$ cat src/rtl/pic_pkg.sv
package pic_pkg;
  localparam int NSRC = 14;

  // bit position = priority rank, 0 highest
  localparam int S_RESET  = 0;
  localparam int S_MCHK   = 1;
  localparam int S_DEBUG  = 2;
  localparam int S_HDEC   = 3;
  localparam int S_CEXT   = 4;
  localparam int S_WDOG   = 5;
  localparam int S_CDB    = 6;
  localparam int S_FIXT   = 7;
  localparam int S_PROGT  = 8;
  localparam int S_DEC    = 9;
  localparam int S_EXT    = 10;
  localparam int S_DB     = 11;
  localparam int S_PERF   = 12;
  localparam int S_THERM  = 13;

  localparam logic [NSRC-1:0] LEVEL_MASK =
    NSRC'((1 << S_EXT) | (1 << S_CEXT));

  localparam logic [NSRC-1:0] EE_MASK =
    NSRC'((1 << S_WDOG) | (1 << S_FIXT) | (1 << S_PROGT) | (1 << S_DEC) |
          (1 << S_EXT) | (1 << S_DB) | (1 << S_PERF) | (1 << S_THERM));

  // doorbell message type codes
  localparam int DBT_NORMAL = 0;
  localparam int DBT_CRIT   = 1;
endpackage

$ cat src/rtl/pic_db_decode.sv
module pic_db_decode
  import pic_pkg::*;
#(
  parameter int TAG_W  = 8,
  parameter int TYPE_W = 3
) (
  input  logic              clk,
  input  logic              rst_n,
  input  logic              db_valid_i,
  input  logic              db_clear_i,
  input  logic [TYPE_W-1:0] db_type_i,
  input  logic              db_bcast_i,
  input  logic [TAG_W-1:0]  db_tag_i,
  input  logic [TAG_W-1:0]  my_id_i,
  output logic [NSRC-1:0]   db_set_o,
  output logic [NSRC-1:0]   db_clr_o
);
  logic [NSRC-1:0] sel;
  logic            tgt_hit;

  always_comb begin
    sel = '0;
    if (int'(db_type_i) == DBT_NORMAL) sel[S_DB]  = 1'b1;
    if (int'(db_type_i) == DBT_CRIT)   sel[S_CDB] = 1'b1;
    tgt_hit  = db_bcast_i || (db_tag_i == my_id_i);
    db_set_o = (db_valid_i && !db_clear_i && tgt_hit) ? sel : '0;
    db_clr_o = (db_valid_i && db_clear_i) ? sel : '0;
  end

  // a set only leaves for a send message aimed at this core
  p_send_target_r9: assert property (@(posedge clk) disable iff (!rst_n)
    (db_set_o != '0) |-> (db_valid_i && !db_clear_i &&
                          (db_bcast_i || db_tag_i == my_id_i)));
  // only the two doorbell flags are ever touched
  p_only_db_bits_r8: assert property (@(posedge clk) disable iff (!rst_n)
    ((db_set_o | db_clr_o) & ~NSRC'((1 << S_DB) | (1 << S_CDB))) == '0);
endmodule

$ cat src/rtl/pic_pending.sv
module pic_pending
  import pic_pkg::*;
(
  input  logic            clk,
  input  logic            rst_n,
  input  logic [NSRC-1:0] set_i,
  input  logic [NSRC-1:0] take_clr_i,
  input  logic [NSRC-1:0] db_set_i,
  input  logic [NSRC-1:0] db_clr_i,
  input  logic            ext_lvl_i,
  input  logic            cext_lvl_i,
  output logic [NSRC-1:0] pend_o
);
  logic [NSRC-1:0] set_all;
  logic [NSRC-1:0] clr_all;
  logic            unused_level_bits;

  assign set_all = set_i | db_set_i;
  assign clr_all = take_clr_i | db_clr_i;
  assign unused_level_bits = ^(set_all & LEVEL_MASK) ^ ^(clr_all & LEVEL_MASK);

  for (genvar i = 0; i < NSRC; i++) begin : g_bit
    if (i == S_EXT) begin : g_ext
      assign pend_o[i] = ext_lvl_i;
    end else if (i == S_CEXT) begin : g_cext
      assign pend_o[i] = cext_lvl_i;
    end else begin : g_edge
      logic flag_q, flag_d, flag_en;
      always_comb begin
        flag_en = set_all[i] | clr_all[i];
        flag_d  = set_all[i];  // a new set wins over any clear
      end
      always_ff @(posedge clk or negedge rst_n) begin
        if (!rst_n)       flag_q <= 1'b0;
        else if (flag_en) flag_q <= flag_d;
      end
      assign pend_o[i] = flag_q;

      // a clear with no competing set leaves the flag low
      p_clear_takes_r4: assert property (@(posedge clk) disable iff (!rst_n)
        (clr_all[i] && !set_all[i]) |=> !pend_o[i]);
      // a set always lands
      p_set_lands_r4: assert property (@(posedge clk) disable iff (!rst_n)
        set_all[i] |=> pend_o[i]);
    end
  end
endmodule

$ cat src/rtl/pic_pick.sv
module pic_pick #(
  parameter int N = 14
) (
  input  logic [N-1:0] elig_i,
  output logic [N-1:0] grant_o,
  output logic         any_o
);
  logic [N-1:0] above;  // some higher-priority bit is eligible

  for (genvar i = 0; i < N; i++) begin : g_chain
    if (i == 0) begin : g_top
      assign above[i] = 1'b0;
    end else begin : g_rest
      assign above[i] = above[i-1] | elig_i[i-1];
    end
    assign grant_o[i] = elig_i[i] & ~above[i];
  end

  assign any_o = |elig_i;
endmodule

$ cat src/rtl/irq_prio_ctrl.sv
module irq_prio_ctrl
  import pic_pkg::*;
#(
  parameter int TAG_W  = 8,
  parameter int TYPE_W = 3
) (
  input  logic              clk,
  input  logic              rst_n,
  input  logic [NSRC-1:0]   src_set_i,
  input  logic              ext_lvl_i,
  input  logic              cext_lvl_i,
  input  logic              ee_i,
  input  logic              hv_i,
  input  logic              pr_i,
  input  logic              hdec_en_i,
  input  logic [TAG_W-1:0]  my_id_i,
  input  logic              db_valid_i,
  input  logic              db_clear_i,
  input  logic [TYPE_W-1:0] db_type_i,
  input  logic              db_bcast_i,
  input  logic [TAG_W-1:0]  db_tag_i,
  input  logic              ack_i,
  output logic              req_valid_o,
  output logic [NSRC-1:0]   req_src_o
);
  // reset: asserted asynchronously, released on a clock edge
  logic rst_meta_q, rst_sync_q;
  always_ff @(posedge clk or negedge rst_n) begin
    if (!rst_n) begin
      rst_meta_q <= 1'b0;
      rst_sync_q <= 1'b0;
    end else begin
      rst_meta_q <= 1'b1;
      rst_sync_q <= rst_meta_q;
    end
  end

  logic [NSRC-1:0] db_set, db_clr, pend, gate, elig, grant, take_clr;
  logic            any_elig, hdec_ok;
  logic            rv_q, rv_d, rv_en;
  logic [NSRC-1:0] rs_q, rs_d;

  pic_db_decode #(.TAG_W(TAG_W), .TYPE_W(TYPE_W)) u_db (
    .clk(clk), .rst_n(rst_sync_q),
    .db_valid_i(db_valid_i), .db_clear_i(db_clear_i), .db_type_i(db_type_i),
    .db_bcast_i(db_bcast_i), .db_tag_i(db_tag_i), .my_id_i(my_id_i),
    .db_set_o(db_set), .db_clr_o(db_clr)
  );

  pic_pending u_pend (
    .clk(clk), .rst_n(rst_sync_q),
    .set_i(src_set_i), .take_clr_i(take_clr),
    .db_set_i(db_set), .db_clr_i(db_clr),
    .ext_lvl_i(ext_lvl_i), .cext_lvl_i(cext_lvl_i),
    .pend_o(pend)
  );

  always_comb begin
    hdec_ok = hdec_en_i && (ee_i || !hv_i || pr_i);
    gate    = ee_i ? '1 : ~EE_MASK;
    gate[S_HDEC] = hdec_ok;
    elig    = pend & gate;
  end

  pic_pick #(.N(NSRC)) u_pick (
    .elig_i(elig), .grant_o(grant), .any_o(any_elig)
  );

  // request register: next state
  always_comb begin
    rv_d     = rv_q;
    rs_d     = rs_q;
    rv_en    = 1'b0;
    take_clr = '0;
    if (rv_q) begin
      if (ack_i) begin
        rv_en    = 1'b1;
        rv_d     = 1'b0;
        rs_d     = '0;
        take_clr = rs_q & ~LEVEL_MASK;
      end
    end else if (any_elig) begin
      rv_en = 1'b1;
      rv_d  = 1'b1;
      rs_d  = grant;
    end
  end

  always_ff @(posedge clk or negedge rst_sync_q) begin
    if (!rst_sync_q) begin
      rv_q <= 1'b0;
      rs_q <= '0;
    end else if (rv_en) begin
      rv_q <= rv_d;
      rs_q <= rs_d;
    end
  end

  assign req_valid_o = rv_q;
  assign req_src_o   = rs_q;

  // code is one-hot with a request, empty without
  p_onehot_r3: assert property (@(posedge clk) disable iff (!rst_sync_q)
    req_valid_o ? $onehot(req_src_o) : (req_src_o == '0));
  // held stable until acknowledged
  p_hold_r3: assert property (@(posedge clk) disable iff (!rst_sync_q)
    (req_valid_o && !ack_i) |=> (req_valid_o && $stable(req_src_o)));
  // an acknowledge always leaves one empty cycle
  p_gap_r3: assert property (@(posedge clk) disable iff (!rst_sync_q)
    (req_valid_o && ack_i) |=> !req_valid_o);
  // hypervisor decrementer never latched while gated off
  p_hdec_gate_r6: assert property (@(posedge clk) disable iff (!rst_sync_q)
    (!req_valid_o && !(hdec_en_i && (ee_i || !hv_i || pr_i)))
      |=> !req_src_o[S_HDEC]);
  // maskable sources never latched while external-enable is 0
  p_ee_mask_r7: assert property (@(posedge clk) disable iff (!rst_sync_q)
    (!req_valid_o && !ee_i) |=> ((req_src_o & EE_MASK) == '0));
  // a held level input is requested right after the idle cycle
  p_level_again_r5: assert property (@(posedge clk) disable iff (!rst_sync_q)
    (!req_valid_o && ext_lvl_i && ee_i) |=> req_valid_o);
endmodule

$ cat config.mk
export PLATFORM = sky130hd
export DESIGN_NAME = irq_prio_ctrl
export DESIGN_NICKNAME = d
export VERILOG_FILES = /design/src/rtl/pic_pkg.sv /design/src/rtl/pic_db_decode.sv /design/src/rtl/pic_pending.sv /design/src/rtl/pic_pick.sv /design/src/rtl/irq_prio_ctrl.sv
export SDC_FILE = /design/constraint.sdc
export NUM_CORES = 1
export LEC_CHECK = 0
export BUFFER_PORTS_ARGS = -buffer_cell sky130_fd_sc_hd__buf_4
export CAP_MARGIN = 20
export CORE_ASPECT_RATIO = 0.8
export CORE_MARGIN = 5
export CORE_UTILIZATION = 48
export DETAILED_ROUTE_END_ITERATION = 8
export PLACE_DENSITY = 0.81
export SETUP_SLACK_MARGIN = 0.4
export SLEW_MARGIN = 20
export SYNTH_ARGS = -nofsm -noshare
export SYNTH_HDL_FRONTEND = slang
export SYNTH_SLANG_ARGS = --single-unit
$ cat constraint.sdc
create_clock -name clk -period 2.3 [get_ports clk]
set_input_delay 0.345 -clock clk [delete_from_list [all_inputs] [get_ports clk]]
set_output_delay 0.345 -clock clk [all_outputs]
set_load 0.01 [all_outputs]
After elaboration in Yosys (flattened, before gate mapping)
Cells that the tools add are included.
{ "op_classes": {"n_mux": 15, "reduce_logical": 13, "bitwise_logic": 53, "eq_ne": 3} }
{ "op_table": {"columns": ["cell", "count"], "rows": [
  ["2-to-1 mux 14 bit", 6],
  ["bitwise OR 14 x 12 -> 14 bit", 2],
  ["2-to-1 mux 12 bit", 2],
  ["bitwise OR 1 bit", 24],
  ["bitwise AND 14 bit", 1],
  ["OR reduction 14 bit", 1],
  ["bitwise AND 1 bit", 13],
  ["inverter 1 bit", 13],
  ["equality test 8 bit", 1],
  ["2-to-1 mux 1 bit", 7],
  ["logical AND 1 bit", 4],
  ["equality test 3 x 2 -> 1 bit (second input constant)", 1],
  ["logical NOT 3 bit", 1],
  ["logical OR 1 bit", 3],
  ["AND reduction 3 bit", 1],
  ["logical NOT 1 bit", 2],
  ["!= test 2 bit (second input constant)", 1],
  ["nonzero test 2 bit", 1]
]} }
{ "word_totals": {"ff_bits": 29, "in_bits": 45, "wordCells": 100, "out_inout_bits": 15} }

Logic depth before layout (Yosys ltp)
Gate-level depths: netlist of the first run.
{ "logic_depth": {"ltp_word": 21, "depth_mapped": 5, "mapped_depth_nobuf": 4} }

By module
Synthesis of the first run repeated with hierarchy kept, for this count alone.
{ "hier_totals": {"cells_unflattened": 195, "area_unflattened_um2": 2039.5} }
{ "by_module_without_submodules": {"columns": ["module", "cells_each", "instances", "seq_area_each_um2", "area_each_um2"], "rows": [
  ["irq_prio_ctrl", 79, 1, 425.4, 994.7],
  ["pic_pending", 50, 1, 300.3, 555.5],
  ["pic_db_decode", 42, 1, 0.0, 314.1],
  ["pic_pick", 24, 1, 0.0, 175.2]
]} }

Worst setup path after synthesis of the first run
OpenSTA, ideal clock, no wires.
{ "synth_path": {"path_type": "register to register", "start": "reg u_pend.g_bit[2].g_edge.flag_q", "end": "reg rs_q[13] (netlist: req_src_o[13])", "t_required_ps": 2199, "arrival_time_ps": 1621, "n_path_buf": 1, "path_stages_with_launch": 6, "setup_ps": 101, "period_less_slack_ps": 1722, "setup_slack_ps": 578, "path_cell_list": "dfrtp_1 or4_4 a311oi_2 a31oi_1 buf_6 o32ai_1"} }
{ "synth_via": {"elab_chain_len": 16, "elab_cells_between_ends": 21, "cone_classes": "mux: 4; bitwise: 14; reduce/logical: 3"} }
{ "synth_lines": {"columns": ["element", "line_no", "source"], "rows": [
  ["start, declared", "pic_pending.sv:28", "logic flag_q, flag_d, flag_en;"],
  ["start signal, assigned", "pic_pending.sv:35", "else if (flag_en) flag_q <= flag_d;"],
  ["bitwise AND 14 bit *", "irq_prio_ctrl.sv:62", "elig = pend & gate;"],
  ["bitwise OR 1 bit (11 in a row)", "pic_pick.sv:14", "assign above[i] = above[i-1] | elig_i[i-1];"],
  ["inverter 1 bit", "pic_pick.sv:16", "assign grant_o[i] = elig_i[i] & ~above[i];"],
  ["bitwise AND 1 bit", "pic_pick.sv:16", null],
  ["2-to-1 mux 14 bit", "irq_prio_ctrl.sv:82", "end else if (any_elig) begin"],
  ["2-to-1 mux 14 bit", "irq_prio_ctrl.sv:75", "if (rv_q) begin"],
  ["end signal, assigned", "irq_prio_ctrl.sv:95", "rs_q <= rs_d;"],
  ["end, declared", "irq_prio_ctrl.sv:41", "logic [NSRC-1:0] rs_q, rs_d;"]
]} }
Every way passes the cells marked *; elsewhere a longest branch is shown, timed or not. The select of a mux whose other input is x is not followed.
A chain may end at the register's enable or synchronous reset.

Worst setup path in the final report of the first run
{ "layout_path": {"start": "reg u_pend.g_bit[2].g_edge.flag_q", "end": "reg rs_q[12] (netlist: req_src_o[12])"} }
{ "layout_via": {"elab_chain_len": 15, "elab_cells_between_ends": 20, "cone_classes": "mux: 4; bitwise: 13; reduce/logical: 3"} }
{ "layout_lines": {"columns": ["element", "line_no"], "rows": [
  ["bitwise AND 14 bit *", "irq_prio_ctrl.sv:62"],
  ["bitwise OR 1 bit (10 in a row)", "pic_pick.sv:14"],
  ["inverter 1 bit", "pic_pick.sv:16"],
  ["bitwise AND 1 bit", "pic_pick.sv:16"],
  ["2-to-1 mux 14 bit", "irq_prio_ctrl.sv:82"],
  ["2-to-1 mux 14 bit", "irq_prio_ctrl.sv:75"]
]} }
Marked as above.

==> results of run 1 <==
-- worst max path at each step --
stage | end | slack, ns
after global placement | req_src_o[13] | 0.28
after floorplan | req_src_o[13] | 0.58
after global routing | req_src_o[13] | 0.32
after CTS | req_src_o[12] | 0.41
final | req_src_o[12] | 0.43
after detailed placement | req_src_o[12] | 0.24
-- report_power, final --
part	internal (mW)	switching, mW	total [mW]
logic	0.0801	0.0639	0.144
clock network	0.237	0.180	0.417
registers	0.519	0.0105	0.530
-- critical path: cells and delay by family (launching register included) --
kind,cells,cell delay [ns]
compound gates,3,0.64
simple gates,1,0.56
flops,1,0.41
buf+inv,1,0.18
-- flip-flops by register name, indices dropped and copies added (netlist names) --
register                    flops
req_src_o                      14
req_valid_o                     1
rst_sync_q                      1
u_pend.g_bit.g_edge.flag_q     12
rst_meta_q                      1
-- cells in the final DEF, fill, tap and decap left out, drive strengths merged, types with 3 or more instances in the layout --
cell	Yosys	routed
buf	1	67
dfrtp	29	29
nand2	19	19
inv	16	16
a21o	10	10
o21ai	10	10
xor2	8	8
nand3	7	7
clkbuf	1	7
nor2	5	5
a31oi	5	5
nor4	3	3
-- routing by layer --
metal	up-vias	wire, um	GRT usage (%)
li1	647	-	-
met5	-	0	0
met1	642	1590	22.5
met3	8	307	6.14
met4	0	59	8.85
met2	62	2000	32.0
-- cells by family (layout without fill, tap and decap cells) --
| group | after synthesis | count (layout) |
|---|---|---|
| simple gates | 50 | 50 |
| compound gates | 37 | 37 |
| flops | 29 | 29 |
| buf+inv | 18 | 91 |
| xor+xnor | 8 | 8 |
| other cells | 1 | 1 |
-- layout make-up --
type,instances,area [um^2],area share [%]
sequential,29,727,34.5
timing repair buffer,68,517,24.5
inverter,16,60.1,2.85
multi-input combinational,96,669,31.8
tap,38,47.5,2.26
clock buffer,7,86.3,4.10
-- repair_timing --
item	4_1_cts	5_1_grt
hold endpoints to repair	2	0
setup endpoints to repair	8	12
setup buffers	0	5
pin swaps	1	2
resized for setup	3	5
hold buffers	1	0
==> impl_summary.txt, run 1 <==
----------------------------------------------------
[Outcome]
  Outcome ... complete, no violations

[Placed design]
  Instance area after placement ... 0.00193 mm^2
  Total of buffers placed on input and output ports ... 57
  Weighted congestion reported at the end of routability-driven placement ... 0.827
  Number of cells after detailed placement ... 241
  Worst setup timing slack at the placement stage ... 0.238 ns
  HPWL after detailed placement ... 3.02 mm

[Logic synthesis]
  Number of flops mapped to enable cells by yosys ... 0
  Synthesis-stage register bit count ... 29
  Post-synthesis cell area ... 0.00144 mm^2
  Most frequent cell after synthesis ... dfrtp_1
  Top-area cell type share of the netlist area ... 50.6%
  Cells after Synth ... 143
  Combinational family with the most area after synthesis ... compound AO/OA/AOI/OAI gates
  Count of cell types in the netlist ... 36
  Synth async-reset ratio ... 100%
  Most used DFF post-synth ... dfrtp_1
  Synthesized-area fraction occupied by ao, oa, aoi and oai cells ... 20.4%
  Adder-cell area share of the yosys netlist ... 0%
  XOR/XNOR share of the synthesized area ... 4.88%
  Sequential cell area fraction in the yosys report ... 50.6%
  Synth top cells by count ... dfrtp_1 (29), nand2_1 (19), inv_1 (16)
  Average cell area after synthesis ... 10.0 um^2
  Top area cells in the synthesized netlist ... dfrtp_1 (51%), a21o_1 (5.2%), nand2_1 (5.0%), xor2_1 (4.9%), o21ai_2 (4.3%)
  Share of cell area taken by muxes after synthesis ... 0%
  Post-synthesis net count ... 188
  Top cell type by total area after synthesis ... dfrtp_1
  Synth warn ... 0
  Post-synthesis share of cell area spent on and, or, nand and nor gates ... 18.7%

[Clock tree]
  Worst-skew pair later-pin latency ... 0.28 ns
  Maximum buffer depth of the clock tree ... 2
  Clock edge transition at the registers on the reported setup and hold paths ... 0.06 ns
  CTS Root Buffer Type ... clkbuf_8
  Number of buffers created by CTS ... 5
  Sink count of the clock tree ... 29
  H-tree depth reported by CTS ... 2
  TritonCTS clock tree ... built

[Final layout]
  Proportion of layout cells with a drive suffix above 1 ... 42.6%
  Finished Layout Cells ... 254
  Final design area excluding fillers ... 0.00211 mm^2
  Filler Cell Count ... 209
  Layout overhead on the synthesized area ... 46.8%
  Total inserted antenna cells ... 0
  Post-route core utilization ... 75.0%
  Layout Nets ... 261

[Setup path]
  Crit path required time ... 2.50 ns
  Critical Path AT ... 2.07 ns
  Reg2reg setup slack ... 0.43 ns
  Slowest cell delay on critical path ... 0.56 ns
  Slowest stage cell on the critical path ... or4_4
  CP max FO ... 8
  RR Endpoint ... req_src_o[12]
  Critical path capture point type ... flop
  Chain of cells forming the critical path ... or4_4 -> a311oi_4 -> a31oi_4 -> buf_6 -> o22ai_2
  Number of cell instances on the worst register-to-register path ... 5
  Worst setup path class ... reg -> reg
  Critical Path Start Type ... flop
  Beginning of the critical path ... u_pend.g_bit[2].g_edge.flag_q
  Startpoint of the worst register-to-register path ... u_pend.g_bit[2].g_edge.flag_q

[Routing]
  Routed vias ... 1359
  Drt wl/cell ... 15.6 um
  Drt drc ... 0
  Number of iterations in the first detailed-routing pass ... 6
  Overall routed net length ... 3.96 mm
  Average via count per standard cell ... 5.35
  Number of nets with antenna violations after detailed routing ... 0
  DRT iter0 DRCs ... 148

[Floorplan]
  Initial core utilization ... 51.1%
  Ports placed on the boundary ... 60
  Area of the die ... 0.00419 mm^2
  Row count ... 17
  Chip Width ... 71.1 um
  Placeable core region ... 0.00281 mm^2
  Vertical die dimension ... 58.9 um

[STA]
  Final clock period utilization by the worst path ... 81.1%
  Final max-slew violation count ... 0
  Worst hold slack ... 0.236 ns
  Crit path setup slack, layout ... 0.434 ns
  Setup repair after global routing missed its margin ... true
  Highest attainable clock frequency ... 0.536 GHz
  Final sum of negative setup slack ... 0 ns
  Worst slew margin ... 61.7%
  Worst Skew ... 0.00174 ns
  Post-route minimum period ... 1.87 ns
  Number of hold violations in the final report ... 0
  Actual slew at the worst max-slew pin ... 0.574 ns
  Total of endpoints with negative setup slack in the final report ... 0

[GRT]
  Total Routing Usage GR ... 19.1%
  Via count of the first global-routing pass ... 1374
  Total congestion overflow ... 0
  Initial antenna violation count ... 0
  First-pass GRT wire length ... 6.24 mm
  Maximum number of pins on one net before global-route repair ... 28

[Power]
  Overall power of the completed layout ... 1.09 mW
  Highest ir drop seen on vdd ... 0.335 mV
  Power Density ... 518 mW/mm^2
  Leakage component of the power ... 0.919 nW

[Hold path]
  Class of the worst hold path ... reg -> async

[Run]
  Maximum Capacitance Violations ... 0

----------------------------------------------------
No activity file was read; power rests on OpenSTA's default activity.
==> inputs of run 2 (changes only) <==
- CORE_UTILIZATION: 48 -> 47
- PLACE_DENSITY: 0.81 -> 0.8
- clock period: 2.3 -> 1.8 ns (I/O delays scaled with it)
==> run 2 against run 1 <==
Die area is 1.8% higher. Global-route usage is 3.0 points higher. Final area is 4.3% higher. Largest cell class unchanged. Highest routed layer unchanged.
==> impl_summary.txt, run 2 (same netlist as run 1, synthesis figures left out) <==
----------------------------------------------------
[Floorplan]
  Initial core utilization ... 47.6% (-3.6 points)
  Ports placed on the boundary ... 60 (unchanged)
  Vertical die dimension ... 59.4 um (+0.88%)
  Area of the die ... 0.00427 mm^2 (+1.8%)
  Placeable core region ... 0.00302 mm^2 (+7.5%)
  Row count ... 18 (+1)
  Chip Width ... 71.8 um (+0.91%)

[STA]
  Worst hold slack ... 0.161 ns (-0.0756 ns)
  Final sum of negative setup slack ... 0 ns (unchanged)
  Total of endpoints with negative setup slack in the final report ... 0 (unchanged)
  Final max-slew violation count ... 0 (unchanged)
  Post-route minimum period ... 1.73 ns (-0.135 ns)
  Worst Skew ... 0.00394 ns (+0.00220 ns)
  Setup repair after global routing missed its margin ... true
  Number of hold violations in the final report ... 0 (unchanged)
  Final clock period utilization by the worst path ... 96.1% (+15 points)
  Highest attainable clock frequency ... 0.578 GHz (+7.8%)

[GRT]
  First-pass GRT wire length ... 7.18 mm (+15%)
  Total Routing Usage GR ... 22.1% (+3.0 points)
  GRT met1 Usage ... 25.3% (+2.8 points)
  Met3 usage ... 6.61% (+0.47 points)
  Maximum number of pins on one net before global-route repair ... 28 (unchanged)
  Initial antenna violation count ... 0 (unchanged)
  Most utilized layer in the global route result ... met2
  Total congestion overflow ... 0 (unchanged)
  Via count of the first global-routing pass ... 1515 (+10%)
  Grt met2 use ... 40.1% (+8.1 points)

[Setup path]
  Reg2reg setup slack ... 0.07 ns (-0.36 ns)
  Chain of cells forming the critical path ... or4_4 -> a311oi_2 -> a31oi_1 -> buf_4 -> o22ai_2
  RR Endpoint ... req_src_o[12]
  Critical Path AT ... 1.94 ns (-0.13 ns)
  Number of cell instances on the worst register-to-register path ... 5 (unchanged)
  Worst setup path class ... reg -> reg
  Slowest cell delay on critical path ... 0.54 ns (-0.02 ns)
  Family of cells with the greatest summed delay on the critical path ... compound AO/OA/AOI/OAI gates
  Critical path capture point type ... flop
  Critical Path Start Type ... flop
  Slowest stage cell on the critical path ... or4_4
  Startpoint of the worst register-to-register path ... u_pend.g_bit[2].g_edge.flag_q
  Crit path required time ... 2.01 ns (-0.49 ns)
  Number of buffers and inverters on the critical path ... 1 (unchanged)
  CP max FO ... 6 (-2)

[Final layout]
  Filler Cell Count ... 227 (+8.6%)
  Total inserted antenna cells ... 0 (unchanged)
  Proportion of layout cells with a drive suffix above 1 ... 46.2% (+3.6 points)
  Layout Nets ... 270 (+3.4%)
  Final design area excluding fillers ... 0.00220 mm^2 (+4.3%)
  Commonest non-fill, non-tap cell in the layout ... buf_4
  Highest-count cells in the layout ignoring fill and taps ... buf_4 (73), dfrtp_1 (28), nand2_1 (19)
  Layout overhead on the synthesized area ... 53.2%
  Flip-flop count of the largest register, all copies and words added ... 14 (unchanged)

[Power]
  Overall power of the completed layout ... 1.42 mW (+30%)
  Power Density ... 644 mW/mm^2 (+24%)
  Leakage component of the power ... 0.957 nW (+4.1%)
  Highest ir drop seen on vdd ... 0.542 mV (+62%)

[Placed design]
  Total of buffers placed on input and output ports ... 57 (unchanged)
  HPWL after detailed placement ... 3.27 mm (+8.3%)
  Instance area after placement ... 0.00202 mm^2 (+4.5%)
  Weighted congestion reported at the end of routability-driven placement ... 0.892 (+7.9%)

[Clock tree]
  Sink count of the clock tree ... 29 (unchanged)
  Number of buffers created by CTS ... 5 (unchanged)
  Clock edge transition at the registers on the reported setup and hold paths ... 0.06 ns (about the same)
  Maximum buffer depth of the clock tree ... 2 (unchanged)
  H-tree depth reported by CTS ... 2 (unchanged)
  TritonCTS clock tree ... built
  CTS Root Buffer Type ... clkbuf_8
  Worst-skew pair later-pin latency ... 0.28 ns (about the same)

[Routing]
  Drt drc ... 0 (unchanged)
  Drt wl/cell ... 16.5 um (+5.8%)
  Number of iterations in the first detailed-routing pass ... 4 (-2)
  DRT iter0 DRCs ... 67 (-55%)
  Number of nets with antenna violations after detailed routing ... 0 (unchanged)
  Average via count per standard cell ... 5.41 (+1.1%)
  Routed vias ... 1434 (+5.5%)
  Overall routed net length ... 4.37 mm (+10%)

[Hold path]
  End point of the worst hold path ... u_pend.g_bit[13].g_edge.flag_q
  Min-Delay Startpoint ... src_set_i[13]
  Class of the worst hold path ... in -> reg
  Number of instances on the worst hold path ... 2

[Run]
  Maximum Capacitance Violations ... 0 (unchanged)

[Outcome]
  Outcome ... complete, no violations

----------------------------------------------------
run 2: changes by cell type in the layout (fill, tap and decap cells not counted), sizes merged:
cell and change:
clkinvlp +1, buf +9, clkbuf -1
run 2: where the power goes:
| group | internal, mW | switching [mW] |
|---|---|---|
| registers | 0.663 | 0.0123 |
| logic | 0.105 | 0.0875 |
| clock network | 0.301 | 0.247 |
run 2: worst max-delay path by stage:
stage,end,start,cells after the start
final,req_src_o[12],u_pend.g_bit[2].g_edge.flag_q,5
after global routing,req_src_o[13],u_pend.g_bit[2].g_edge.flag_q,5
after CTS,req_src_o[13],u_pend.g_bit[2].g_edge.flag_q,5
after detailed placement,req_src_o[13],cext_lvl_i,6
after global placement,req_src_o[1],cext_lvl_i,6
after floorplan,req_src_o[13],u_pend.g_bit[2].g_edge.flag_q,5
run 2: worst register-to-register path, stage by stage (launching register included):
cell      delay (ns)
dfrtp_1         0.38
or4_4           0.54
a311oi_2        0.26
a31oi_1         0.15
buf_4           0.19
o22ai_2         0.14
run 2: area by class of cell:
class | count | area (um^2) | share of cell area [%]
Sequential cell | 29 | 727 | 33.1
Multi-Input combinational cell | 96 | 679 | 30.9
Timing Repair Buffer | 77 | 592 | 26.9
Clock buffer | 6 | 82.6 | 3.76
Inverter | 16 | 60.1 | 2.73
Tap cell | 40 | 50.0 | 2.28
Clock inverter | 1 | 7.51 | 0.341
run 2: what timing repair did:
action | in CTS | in global routing
pin swaps | 7 | 6
endpoints found under the setup margin | 15 | 25
buffers inserted | 4 | 1
gates resized for setup | 9 | 3
hold buffers | 1 | 0
hold endpoints to repair | 2 | 0
run 2: metrics by stage:
| step | instances | utilization (%) | setup slack, ns |
|---|---|---|---|
| finish | 265 | 72.8 | 0.0694 |
| global route | 265 | 72.8 | 0.0285 |
| CTS | 264 | 72.3 | 0.0441 |
| detailed placement | 252 | 66.9 | 0.0489 |
| global placement | 252 | 66.9 | 0.0836 |
| floorplan | 143 | - | 0.135 |
run 2: per-layer routing:
layer	vias up	share of wire (%)
li1	671	-
met5	-	0
met4	0	1.1
met1	702	39
met3	9	5.7
met2	52	54
==> inputs of run 3 (changes only) <==
- CORE_UTILIZATION: 47 -> 48
- PLACE_DENSITY: 0.8 -> 0.76
- SYNTH_HIERARCHICAL: default -> 1
==> run 3 against run 2 <==
Hold slack worse by 0.12 ns. Via count is the same. First-iteration DRC count up 15%. Synthesized area rose by 40%. Utilization shrank 12 points.
==> impl_summary.txt, run 3 <==
----------------------------------------------------
[Routing]
  Overall routed net length ... 3.97 mm (-9.1%)
  Number of nets with antenna violations after detailed routing ... 0 (unchanged)
  DRT iter0 DRCs ... 77 (+15%)
  Routed vias ... 1434 (unchanged)
  Average via count per standard cell ... 4.73 (-13%)
  Number of iterations in the first detailed-routing pass ... 4 (unchanged)
  Drt wl/cell ... 13.1 um (-21%)
  Drt drc ... 0 (unchanged)

[Floorplan]
  Chip Width ... 82.3 um (+15%)
  Row count ... 21 (+3)
  Vertical die dimension ... 67.8 um (+14%)
  Initial core utilization ... 48.9% (+1.4 points)
  Placeable core region ... 0.00410 mm^2 (+36%)
  Area of the die ... 0.00558 mm^2 (+31%)
  Ports placed on the boundary ... 60 (unchanged)

[Clock tree]
  H-tree depth reported by CTS ... 2 (unchanged)
  Clock edge transition at the registers on the reported setup and hold paths ... 0.06 ns (about the same)
  Worst-skew pair later-pin latency ... 0.28 ns (about the same)
  Sink count of the clock tree ... 29 (unchanged)
  CTS Root Buffer Type ... clkbuf_8
  Maximum buffer depth of the clock tree ... 2 (unchanged)
  TritonCTS clock tree ... built
  Number of buffers created by CTS ... 5 (unchanged)

[Setup path]
  Chain of cells forming the critical path ... nor4_4 -> and3_4 -> nand3_4 -> buf_6 -> mux2i_2 -> o2bb2ai_2
  CP max FO ... 7 (+1)
  Critical path capture point type ... flop
  Worst setup path class ... reg -> reg
  Startpoint of the worst register-to-register path ... u_pend/g_bit[1].g_edge.flag_q
  Slowest cell delay on critical path ... 0.41 ns (-0.13 ns)
  Beginning of the critical path ... u_pend/g_bit[1].g_edge.flag_q
  Number of cell instances on the worst register-to-register path ... 6 (+1)
  Critical Path AT ... 1.79 ns (-0.15 ns)
  Critical Path Start Type ... flop
  Slowest stage cell on the critical path ... dfrtp_1
  Crit path required time ... 1.96 ns (-0.05 ns)

[Logic synthesis]
  Average cell area after synthesis ... 10.6 um^2 (+5.2%)
  Synth warn ... 6 (+6)
  Post-synthesis cell area ... 0.00201 mm^2 (+40%)
  Cells after Synth ... 190 (+33%)

[STA]
  Number of hold violations in the final report ... 0 (unchanged)
  Final sum of negative setup slack ... 0 ns (unchanged)
  Setup repair after global routing missed its margin ... true
  Final max-slew violation count ... 0 (unchanged)
  Crit path setup slack, layout ... 0.170 ns (+0.100 ns)
  Final clock period utilization by the worst path ... 90.6% (-5.6 points)
  Post-route minimum period ... 1.63 ns (-0.100 ns)
  Total of endpoints with negative setup slack in the final report ... 0 (unchanged)
  Highest attainable clock frequency ... 0.613 GHz (+6.2%)
  Worst hold slack ... 0.0456 ns (-0.115 ns)
  Worst Skew ... 0.00350 ns (-0.000444 ns)

[Final layout]
  Highest-count cells in the layout ignoring fill and taps ... buf_4 (67), dfrtp_1 (29), conb_1 (21)
  Total inserted antenna cells ... 0 (unchanged)
  Finished Layout Cells ... 303 (+14%)
  Layout Nets ... 290 (+7.4%)
  Commonest non-fill, non-tap cell in the layout ... buf_4
  Flip-flop count of the largest register, all copies and words added ... 14 (unchanged)
  Final design area excluding fillers ... 0.00251 mm^2 (+14%)
  Combined area of the multi-input logic cells ... 0.00106 mm^2 (+56%)
  Layout overhead on the synthesized area ... 25.3%
  Area taken by flip-flops and latches ... 726 um^2 (-0.17%)
  Post-route core utilization ... 61.3% (-12 points)
  Proportion of layout cells with a drive suffix above 1 ... 41.5% (-4.8 points)
  Filler Cell Count ... 373 (+64%)

[Placed design]
  Number of cells after detailed placement ... 293 (+16%)
  Total of buffers placed on input and output ports ... 57 (unchanged)
  Weighted congestion reported at the end of routability-driven placement ... 0.751 (-16%)
  Worst setup timing slack at the placement stage ... -0.109 ns (-0.158 ns)
  Instance area after placement ... 0.00235 mm^2 (+16%)
  HPWL after detailed placement ... 3.03 mm (-7.4%)

[Power]
  Overall power of the completed layout ... 1.79 mW (+26%)
  Power Density ... 711 mW/mm^2 (+10%)
  Leakage component of the power ... 1.27 nW (+33%)
  Highest ir drop seen on vdd ... 0.646 mV (+19%)

[GRT]
  Total congestion overflow ... 0 (unchanged)
  Maximum number of pins on one net before global-route repair ... 26 (-7.1%)
  Total Routing Usage GR ... 15.6% (-6.5 points)
  Via count of the first global-routing pass ... 1434 (-5.3%)
  Initial antenna violation count ... 0 (unchanged)
  First-pass GRT wire length ... 6.45 mm (-10%)

[Hold path]
  Class of the worst hold path ... reg -> async

[Run]
  Maximum Capacitance Violations ... 0 (unchanged)

[Outcome]
  Outcome ... complete, no violations

----------------------------------------------------
-- run 3: cell types whose count changed in the layout (fill, tap and decap cells not counted), moves of 7 or more --
cell	previous run	this run
a211o_1	0	12
a21o_1	10	1
and2_1	0	9
and3_1	0	16
conb_1	1	21
inv_1	16	2
mux2i_1	0	10
nand2_1	19	1
nand3_1	7	0
nor2_1	4	17
o21ai_2	7	0
o2bb2ai_2	0	10
-- run 3: layer usage --
layer  up-vias  GRT usage (%)  share of wire (%)
met4         0           6.22               0.98
met3         5           3.82                3.6
met5         -              0                  0
met2        25           25.9                 48
met1       673           19.4                 47
li1        731              -                  -
-- run 3: final timing paths --
check / endpoint / slack (ns)
hold / removal: u_pend/g_bit[8].g_edge.flag_q / 0.05
hold reg to reg: u_pend/g_bit[8].g_edge.flag_q / 0.05
min in group clk: u_pend/g_bit[13].g_edge.flag_q / 0.18
max in group asynchronous: req_src_o[10] / 1.23
setup reg to reg: req_src_o[12] / 0.17
setup / recovery: req_src_o[12] / 0.17
-- run 3: final cells by class --
cell class | instances | share of cell area (%)
Tap cell | 57 | 2.84
Sequential cell | 29 | 28.9
Inverter | 2 | 0.299
Multi-Input combinational cell | 136 | 42.2
Clock buffer | 7 | 3.83
Clock inverter | 1 | 0.199
Timing Repair Buffer | 71 | 21.8
-- run 3: power by group --
part	switching, mW	internal, mW	leakage [nW]
clock network	0.237	0.345	0.0542
registers	0.0363	0.694	0.342
logic	0.266	0.211	0.874
-- run 3: repair_timing --
item | in CTS | in global routing
endpoints found under the setup margin | 15 | 15
resized for setup | 4 | 6
endpoints found under the hold margin | 2 | 0
setup buffers | 0 | 1
pin swaps | 0 | 5
hold buffers | 1 | 0
gates cloned | 0 | 0
-- run 3: critical path, delay by kind of cell (launching register included) --
| family | cells | cell delay [ns] |
|---|---|---|
| AND/OR/NAND/NOR | 3 | 0.68 |
| flip-flops | 1 | 0.41 |
| AO/OA/AOI/OAI | 1 | 0.06 |
| multiplexers | 1 | 0.19 |
| buffers and inverters | 1 | 0.18 |
